[src/rtl/wdog_pkg.sv]
package wdog_pkg;

   // Register addresses (bus decode)
   localparam int unsigned ADDR_STAT = 0;
   localparam int unsigned ADDR_CNT  = 1;
   localparam int unsigned ADDR_MODE = 2;

   // Status register bit positions
   localparam int unsigned STAT_FLAG_BIT   = 0;
   localparam int unsigned STAT_INH_BIT    = 1;
   localparam int unsigned STAT_UNLOCK_BIT = 2;

   // log2 of the divide ratio for the tap chosen by clock-select code {1,k}.
   // 0 means the tap is undivided.
   function automatic int tap_log2(input int k, input int log_min, input int log_max);
      if (k < 6)
         return log_min + k;
      else if (k == 6)
         return log_max;
      else
         return 0;
   endfunction

endpackage

[src/rtl/wdog_prescaler.sv]
module wdog_prescaler #(
   parameter int LOG_MIN = 6,
   parameter int LOG_MAX = 13
) (
   input  logic       clk,
   input  logic       rst_n,
   input  logic [2:0] tap_sel,
   output logic       tap_pulse
);
   localparam int NTAP = 8;
   localparam logic [LOG_MAX-1:0] PRE_ONE = 1;

   initial begin
      assert (LOG_MIN >= 1 && LOG_MAX > LOG_MIN + 5)
         else $error("wdog_prescaler: tap range too narrow");
   end

   logic [LOG_MAX-1:0] pre_q;
   logic [NTAP-1:0]    hit;

   always_ff @(posedge clk or negedge rst_n) begin
      if (!rst_n) pre_q <= '0;
      else        pre_q <= pre_q + PRE_ONE;
   end

   generate
      for (genvar k = 0; k < NTAP; k++) begin : g_tap
         localparam int LG = wdog_pkg::tap_log2(k, LOG_MIN, LOG_MAX);
         if (LG == 0) begin : g_full
            assign hit[k] = 1'b1;
         end else begin : g_div
            assign hit[k] = &pre_q[LG-1:0];
         end
      end
   endgenerate

   assign tap_pulse = hit[tap_sel];

   // a divided tap never pulses in two cycles in a row
   p_tap_spacing_r3: assert property (@(posedge clk) disable iff (!rst_n)
      (tap_pulse && tap_sel != 3'd7) |=> !(tap_pulse && tap_sel != 3'd7));

endmodule

[src/rtl/wdog_tick_sync.sv]
module wdog_tick_sync #(
   parameter int STAGES = 2
) (
   input  logic clk,
   input  logic rst_n,
   input  logic osc_in,
   output logic tick
);
   initial begin
      assert (STAGES >= 2) else $error("wdog_tick_sync: need at least two stages");
   end

   // q[0..STAGES-1] synchronise; q[STAGES] holds the previous value for edge detection
   logic [STAGES:0] q;

   generate
      for (genvar i = 0; i <= STAGES; i++) begin : g_stage
         if (i == 0) begin : g_first
            always_ff @(posedge clk or negedge rst_n) begin
               if (!rst_n) q[0] <= 1'b0;
               else        q[0] <= osc_in;
            end
         end else begin : g_next
            always_ff @(posedge clk or negedge rst_n) begin
               if (!rst_n) q[i] <= 1'b0;
               else        q[i] <= q[i-1];
            end
         end
      end
   endgenerate

   assign tick = q[STAGES-1] & ~q[STAGES];

   // one enable per rising transition, never two cycles wide
   p_tick_single_r4: assert property (@(posedge clk) disable iff (!rst_n)
      tick |=> !tick);

endmodule

[src/rtl/wdog_counter.sv]
module wdog_counter #(
   parameter int CNT_W = 8
) (
   input  logic             clk,
   input  logic             rst_n,
   input  logic             cnt_en,
   input  logic             load,
   input  logic [CNT_W-1:0] load_val,
   output logic [CNT_W-1:0] cnt_q,
   output logic             wrap
);
   localparam logic [CNT_W-1:0] CNT_ONE = 1;

   assign wrap = cnt_en && !load && (&cnt_q);

   always_ff @(posedge clk or negedge rst_n) begin
      if (!rst_n)      cnt_q <= '0;
      else if (load)   cnt_q <= load_val;
      else if (cnt_en) cnt_q <= cnt_q + CNT_ONE;
   end

   // a load wins over a count enable in the same cycle
   p_load_wins_r6: assert property (@(posedge clk) disable iff (!rst_n)
      load |=> (cnt_q == $past(load_val)));

   // after a wrap the counter continues from zero
   p_wrap_zero_r5: assert property (@(posedge clk) disable iff (!rst_n)
      wrap |=> (cnt_q == '0));

endmodule

[src/rtl/wdog_timer.sv]
module wdog_timer #(
   parameter int CNT_W       = 8,
   parameter int ADDR_W      = 2,
   parameter int PRE_LOG_MIN = 6,
   parameter int PRE_LOG_MAX = 13,
   parameter int SYNC_STAGES = 2
) (
   input  logic              clk,
   input  logic              rst_n,
   input  logic [ADDR_W-1:0] bus_addr,
   input  logic              bus_we,
   input  logic [CNT_W-1:0]  bus_wdata,
   output logic [CNT_W-1:0]  bus_rdata,
   input  logic              osc_tick,
   output logic              wdt_rst_req
);
   import wdog_pkg::*;

   localparam int SEL_W = 4;

   initial begin
      assert (CNT_W >= SEL_W && ADDR_W >= 2)
         else $error("wdog_timer: counter or address too narrow");
   end

   logic [SEL_W-1:0] sel_q;
   logic             flag_q;
   logic             pre_pulse, osc_en, cnt_en, wrap;
   logic [CNT_W-1:0] cnt_q;
   logic             wr_stat, wr_cnt, wr_mode, clr_ok;

   assign wr_stat = bus_we && (bus_addr == ADDR_W'(ADDR_STAT));
   assign wr_cnt  = bus_we && (bus_addr == ADDR_W'(ADDR_CNT));
   assign wr_mode = bus_we && (bus_addr == ADDR_W'(ADDR_MODE));
   assign clr_ok  = wr_stat && bus_wdata[STAT_UNLOCK_BIT]
                    && !bus_wdata[STAT_INH_BIT] && !bus_wdata[STAT_FLAG_BIT];

   wdog_prescaler #(.LOG_MIN(PRE_LOG_MIN), .LOG_MAX(PRE_LOG_MAX)) u_pre (
      .clk(clk), .rst_n(rst_n), .tap_sel(sel_q[2:0]), .tap_pulse(pre_pulse));

   wdog_tick_sync #(.STAGES(SYNC_STAGES)) u_sync (
      .clk(clk), .rst_n(rst_n), .osc_in(osc_tick), .tick(osc_en));

   assign cnt_en = sel_q[SEL_W-1] ? pre_pulse : osc_en;

   wdog_counter #(.CNT_W(CNT_W)) u_cnt (
      .clk(clk), .rst_n(rst_n), .cnt_en(cnt_en), .load(wr_cnt),
      .load_val(bus_wdata), .cnt_q(cnt_q), .wrap(wrap));

   always_ff @(posedge clk or negedge rst_n) begin
      if (!rst_n) begin
         sel_q       <= '1;
         flag_q      <= 1'b0;
         wdt_rst_req <= 1'b0;
      end else begin
         wdt_rst_req <= wrap;
         if (wr_mode) sel_q <= bus_wdata[SEL_W-1:0];
         if (wrap)        flag_q <= 1'b1;
         else if (clr_ok) flag_q <= 1'b0;
      end
   end

   always_comb begin
      bus_rdata = '0;
      unique case (bus_addr)
         ADDR_W'(ADDR_STAT): bus_rdata[STAT_FLAG_BIT] = flag_q;
         ADDR_W'(ADDR_CNT):  bus_rdata = cnt_q;
         ADDR_W'(ADDR_MODE): bus_rdata = {{(CNT_W-SEL_W){1'b1}}, sel_q};
         default:            bus_rdata = '0;
      endcase
   end

   // a wrap raises the flag and the request in the next cycle
   p_wrap_flags_r5: assert property (@(posedge clk) disable iff (!rst_n)
      wrap |=> (flag_q && wdt_rst_req));

   // the request is exactly one cycle wide
   p_req_pulse_r5: assert property (@(posedge clk) disable iff (!rst_n)
      wdt_rst_req |=> !wdt_rst_req);

   // the flag is sticky unless a status write occurs
   p_flag_sticky_r9: assert property (@(posedge clk) disable iff (!rst_n)
      (flag_q && !wr_stat) |=> flag_q);

   // software cannot raise the flag
   p_no_sw_set_r9: assert property (@(posedge clk) disable iff (!rst_n)
      (!flag_q && !wrap) |=> !flag_q);

   // reserved mode bits read as ones
   p_mode_ones_r7: assert property (@(posedge clk) disable iff (!rst_n)
      (bus_addr == ADDR_W'(ADDR_MODE)) |-> (&bus_rdata[CNT_W-1:SEL_W]));

endmodule

[config.mk]
export PLATFORM = sky130hd
export DESIGN_NAME = wdog_timer
export DESIGN_NICKNAME = d
export VERILOG_FILES = /design/src/rtl/wdog_pkg.sv /design/src/rtl/wdog_prescaler.sv /design/src/rtl/wdog_tick_sync.sv /design/src/rtl/wdog_counter.sv /design/src/rtl/wdog_timer.sv
export SDC_FILE = /design/constraint.sdc
export NUM_CORES = 1
export LEC_CHECK = 0
export BUFFER_PORTS_ARGS = -buffer_cell sky130_fd_sc_hd__buf_2
export CAP_MARGIN = 20
export CORE_UTILIZATION = 56
export DETAILED_ROUTE_END_ITERATION = 12
export GPL_TIMING_DRIVEN = 1
export PLACE_DENSITY = 0.8
export SETUP_SLACK_MARGIN = 0.02
export SLEW_MARGIN = 30
export SYNTH_ARGS = -nofsm -noshare
export SYNTH_HDL_FRONTEND = slang
export SYNTH_SLANG_ARGS = --single-unit
[constraint.sdc]
create_clock -name clk -period 3 [get_ports clk]
set_clock_uncertainty 0.05 [all_clocks]
set_input_delay 0.6 -clock clk [delete_from_list [all_inputs] [get_ports clk]]
set_output_delay 0.6 -clock clk [all_outputs]
set_load 0.01 [all_outputs]
Word-level counts from Yosys, hierarchy flattened
Cells that the tools add are included.
{"block": "word_totals", "register_bits": 30, "latchBits": 0, "mem_bits_rw": 0, "romBits": 0, "inputBits": 14, "output_inout_bits": 9, "n_memories": 0}
{"block": "classes", "addsub": 2, "n_mul": 0, "div": 0, "n_lt_le_gt_ge": 1, "n_eq_ne": 2, "shift": 0, "n_mux": 9, "n_bitwise": 2, "reduce_logical": 22}
{"cell": "$mux W8", "count": 2}
{"cell": "$reduce_and A8 Y1", "count": 2}
{"cell": "$pmux W7 S2", "count": 1}
{"cell": "$add A13 B1 Y13 const B", "count": 1}
{"cell": "$reduce_and A13 Y1", "count": 1}
{"cell": "$reduce_and A11 Y1", "count": 1}
{"cell": "$reduce_and A10 Y1", "count": 1}
{"cell": "$reduce_and A9 Y1", "count": 1}
{"cell": "$add A8 B1 Y8 const B", "count": 1}
{"cell": "$logic_and A1 B1 Y1", "count": 8}
{"cell": "$reduce_and A7 Y1", "count": 1}
{"cell": "$reduce_and A6 Y1", "count": 1}
{"cell": "$lt A3 B4 Y1 const B", "count": 1}
{"cell": "$mux W1", "count": 4}
{"cell": "$reduce_bool A2 Y1", "count": 2}
{"cell": "$bmux W1 S3", "count": 1}
{"cell": "$logic_not A1 Y1", "count": 3}
{"cell": "$pmux W1 S3", "count": 1}
{"cell": "$eq A2 B1 Y1 const B", "count": 1}
{"cell": "$eq A2 B2 Y1 const B", "count": 1}
{"cell": "$logic_not A2 Y1", "count": 1}
{"cell": "$and A1 B1 Y1", "count": 1}
{"cell": "$not A1 Y1", "count": 1}

Logic depth before layout (Yosys ltp)
{"block": "logic_depth", "ltp_word": 7, "depth_mapped": 10, "ltp_nobuf": 10}

Modules after synthesis
A second synthesis with hierarchy kept.
{"block": "hier_totals", "hier_cells": 146, "hier_area_um2": 1586.5}
{"module": "wdog_prescaler", "n_inst": 1, "cells_each": 52, "area_per_inst_um2": 601.8, "seq_area_each_um2": 325.3}
{"module": "wdog_counter", "n_inst": 1, "cells_each": 50, "area_per_inst_um2": 457.9, "seq_area_each_um2": 200.2}
{"module": "wdog_timer", "n_inst": 1, "cells_each": 40, "area_per_inst_um2": 437.9, "seq_area_each_um2": 155.1}
{"module": "wdog_tick_sync", "n_inst": 1, "cells_each": 4, "area_per_inst_um2": 88.8, "seq_area_each_um2": 75.1}

Worst setup path after synthesis
Ideal clock, no wire load.
{"block": "synth_path", "kind": "register -> register", "startpoint": "register u_pre.pre_q[0]", "endpoint": "register u_cnt.cnt_q[6]", "t_arrival_ns": 2.062, "required_ns": 2.824, "slack_ns": 0.762, "stages_incl_launch_ff": 11, "n_path_buf": 0, "cell_sequence": "dfrtp_1 ha_1 nand3_4 nor2_1 ha_1 nand2_1 o32ai_1 nor3_2 a21oi_2 mux2i_1 a311o_1"}
{"block": "synth_via", "elab_chain_len": 5}
{"item": "start, declared", "line": "wdog_prescaler.sv:18", "rtl": "logic [LOG_MAX-1:0] pre_q;"}
{"item": "start signal, assigned", "line": "wdog_prescaler.sv:23", "rtl": "else pre_q <= pre_q + PRE_ONE;"}
{"item": "$reduce_and A13 Y1 (tied with other cells)", "line": "wdog_prescaler.sv:32", "rtl": "assign hit[k] = &pre_q[LG-1:0];"}
{"item": "$bmux W1 S3 (*)", "line": "wdog_prescaler.sv:37", "rtl": "assign tap_pulse = hit[tap_sel];"}
{"item": "$mux W1 (implied by the code) (*)", "line": "wdog_prescaler.sv:37"}
{"item": "$mux W1 (*)", "line": "wdog_timer.sv:44", "rtl": "assign cnt_en = sel_q[SEL_W-1] ? pre_pulse : osc_en;"}
{"item": "$reduce_bool A2 Y1 (no source line) (*)"}
{"item": "end signal, assigned", "line": "wdog_counter.sv:18", "rtl": "else if (load) cnt_q <= load_val;"}
{"item": "end signal, assigned", "line": "wdog_counter.sv:19", "rtl": "else if (cnt_en) cnt_q <= cnt_q + CNT_ONE;"}
{"item": "end, declared", "line": "wdog_counter.sv:9", "rtl": "output logic [CNT_W-1:0] cnt_q,"}
Every way passes the cells marked *; elsewhere a longest branch is shown, timed or not. The select of a mux whose other input is x is not followed.
A chain may end at the register's enable or synchronous reset.

Final worst setup path
Same ends and word-level chain as after synthesis.

==> impl_metrics.tcl <==
set metrics [dict create \
    post_cts_resized 0 \
    maxSlewHeadroom_pct 57.2 \
    finalSetupViolCount 0 \
    ir_worst_vdd_mv 0.580 \
    cts_tree "yes" \
    syn_inst 156 \
    drv_cap 0 \
    dr_wl_met3_um 198 \
    hold_path_class "input pin to async pin" \
    fmaxAchievable_mhz 412 \
    detail_route.first_pass.iterations 5 \
    clkLatencyLatePin_ps 330 \
    worst_pin_slew_ps 643 \
    final_nets 203 \
    synth.net_count 177 \
    final_cell_mix "dfrtp_1 (26), buf_2 (22), nor2_1 (14)" \
    grt.overflow.total 0 \
    wirelength_met1_mm 1.39 \
    critical_path_class "flop to flop" \
    area_growth_pct 13.2 \
    drt_iter0_drc 48 \
    r2r-start "u_pre.pre_q[0]$_DFF_PN0_" \
    reg2regPathDepth 10 \
    cts_buffers 5 \
    htree_levels 2 \
    rsz0062_at_grt "no" \
    clock-root-buffer "clkbuf_4" \
    num_rows 19 \
    final_common_cell "dfrtp_1" \
    yosysSeqAreaShare_pct 46.2 \
    wl_per_cell_um 15.4 \
    io_pins 23 \
    synth_warnings 0 \
    postCtsSetupBuffers 0 \
    die_h_um 56.0 \
    routed_via_density 5.92 \
    die_w_um 56.0 \
    pre_cts_slack_ps 607 \
    rrSetupSlack_ps 580 \
    top_layer "met4" \
    grt_max_degree 31 \
    outcome "completed" \
    clock_sinks 30 \
    p_leak_nw 0.830 \
    fp.dieArea_mm2 0.00314 \
    crit_arrival_ps 2590 \
    cp-start-kind "flop" \
    io_buffers 22 \
    dr_wl_met2_mm 1.62 \
    place.gp.congestion 0.823 \
    routed_wl_mm 3.29 \
    p_per_area_mw_per_mm2 639 \
    core_mm2 0.00276 \
    ys_types 34 \
    drive_gt1_share_pct 25.7 \
    fin_crit_ps 2420 \
    end_kind "flop" \
    reg2reg_to "u_cnt.cnt_q[6]$_DFFE_PN0P_" \
    vias 1266 \
    synth.ff_latch_count 30 \
    hold_viol_final 0 \
    slew_viol_final 0 \
    cts.path.max_buffers 2 \
    fin_util_pct 67.2 \
    drc 0 \
    path_clk_slew_ps 100 \
    timing.final.ws_setup_ps 575 \
    hpwl_mm 2.35 \
    fin_crit_sh_pct 80.8 \
    start_util_pct 59.3 \
    path_max_fanout 9 \
    syn_area_per_cell_um2 10.5 \
    diodes 0 \
    worstPathRequired_ps 3160 \
    antenna_found_initial 0 \
    synth_area_mm2 0.00164 \
    grt_first_pass_wirelength_mm 5.66 \
    ant_nets 0 \
    grt_pass1_vias 1268 \
    grt_usage_pct 23.7 \
    cts_hold_buf 0 \
    tns_ps 0 \
]
## worst max-delay path, stage by stage, from the launching register on
cell	delay [ps]
dfrtp_1	420
ha_1	260
nand3_4	130
nor2_1	70
ha_1	170
nand2_1	60
o32ai_1	80
nor3_2	460
a21oi_2	150
mux2i_1	150
a311o_1	310
## kinds of logic (layout without fill, tap and decap cells)
group / count (synthesis) / after routing / synth area share [%]
simple gates: 56 / 56 / 18.1
compound gates: 27 / 27 / 14.5
buf+inv: 14 / 41 / 3.21
fa+ha+maj: 7 / 7 / 5.36
mux: 6 / 6 / 3.98
flops: 30 / 30 / 46.2
xor+xnor: 16 / 16 / 8.57
## report_power, final
| group | switching [mW] | leakage, nW | internal, mW |
|---|---|---|---|
| sequential | 0.0930 | 0.359 | 0.483 |
| combinational | 0.171 | 0.427 | 0.143 |
| clock | 0.134 | 0.0446 | 0.160 |
## synth_stat cells, drive strengths merged
| cell type | n | share of area [%] |
|---|---|---|
| nand4 | 4 | 1.9 |
| a22oi | 3 | 1.4 |
| nand3 | 6 | 2.6 |
| or3b | 1 | 0.54 |
| and3 | 1 | 0.38 |
| a21oi | 14 | 4.5 |
| a2111oi | 4 | 5.2 |
| ha | 7 | 5.4 |
| o31ai | 1 | 0.46 |
| a21boi | 1 | 0.46 |
| inv | 11 | 2.5 |
| nor2b | 7 | 2.7 |
| nand2 | 13 | 3.0 |
| nand3b | 1 | 0.46 |
| nand2b | 1 | 0.38 |
| nor4 | 3 | 1.1 |
| nor2 | 14 | 3.2 |
| mux2 | 4 | 2.8 |
| a311o | 1 | 0.61 |
| o22ai | 1 | 0.76 |
| a222oi | 1 | 0.61 |
| mux2i | 2 | 1.2 |
| o32ai | 1 | 0.54 |
| xnor2 | 12 | 6.4 |
| dfstp | 4 | 6.4 |
| dfrtp | 26 | 40 |
| xor2 | 4 | 2.1 |
| clkbuf | 3 | 0.69 |
| nor3 | 5 | 1.8 |
## sequential cells by signal, indices dropped and copies added, names as in the netlist
| signal | count |
|---|---|
| flag_q | 1 |
| sel_q | 4 |
| u_cnt.cnt_q | 8 |
| u_pre.pre_q | 13 |
| u_sync.q | 3 |
| wdt_rst_req | 1 |
## cell type report
cell class	instances	area (µm²)
fillers	209	906
inverters	11	41.3
flip-flops and latches	30	756
multi-input cells	112	827
well taps	31	38.8
repair buffers	22	110
clock buffers	8	78.8
## metrics by stage
step                instances  hold WS [ps]  cell area, µm²  power, mW
floorplan                 156           254            1640      0.793
global placement          206           286            1770      0.868
detailed placement        206           288            1770      0.890
CTS                       214           252            1850       1.19
global route              214           288            1850       1.25
finish                    214           231            1850       1.18
## worst max-delay path by stage
stage	from	to	slack, ps	cells past startpoint
6_report	u_pre.pre_q[0]$_DFF_PN0_	u_cnt.cnt_q[6]$_DFFE_PN0P_	580	10
5_1_grt	u_pre.pre_q[0]$_DFF_PN0_	u_cnt.cnt_q[6]$_DFFE_PN0P_	390	10
4_1_cts	u_pre.pre_q[0]$_DFF_PN0_	u_cnt.cnt_q[6]$_DFFE_PN0P_	580	10
3_5_place_dp	u_pre.pre_q[0]$_DFF_PN0_	u_cnt.cnt_q[6]$_DFFE_PN0P_	610	10
3_3_place_gp	u_pre.pre_q[0]$_DFF_PN0_	u_cnt.cnt_q[6]$_DFFE_PN0P_	680	10
2_1_floorplan	u_pre.pre_q[0]$_DFF_PN0_	u_cnt.cnt_q[6]$_DFFE_PN0P_	760	10
## layer usage
metal	up-vias	track usage [%]
met4	0	11.5
met5	-	0
met3	13	4.88
met2	37	36.7
met1	617	31.7
li1	599	-
(Power assumes the default switching activity.)
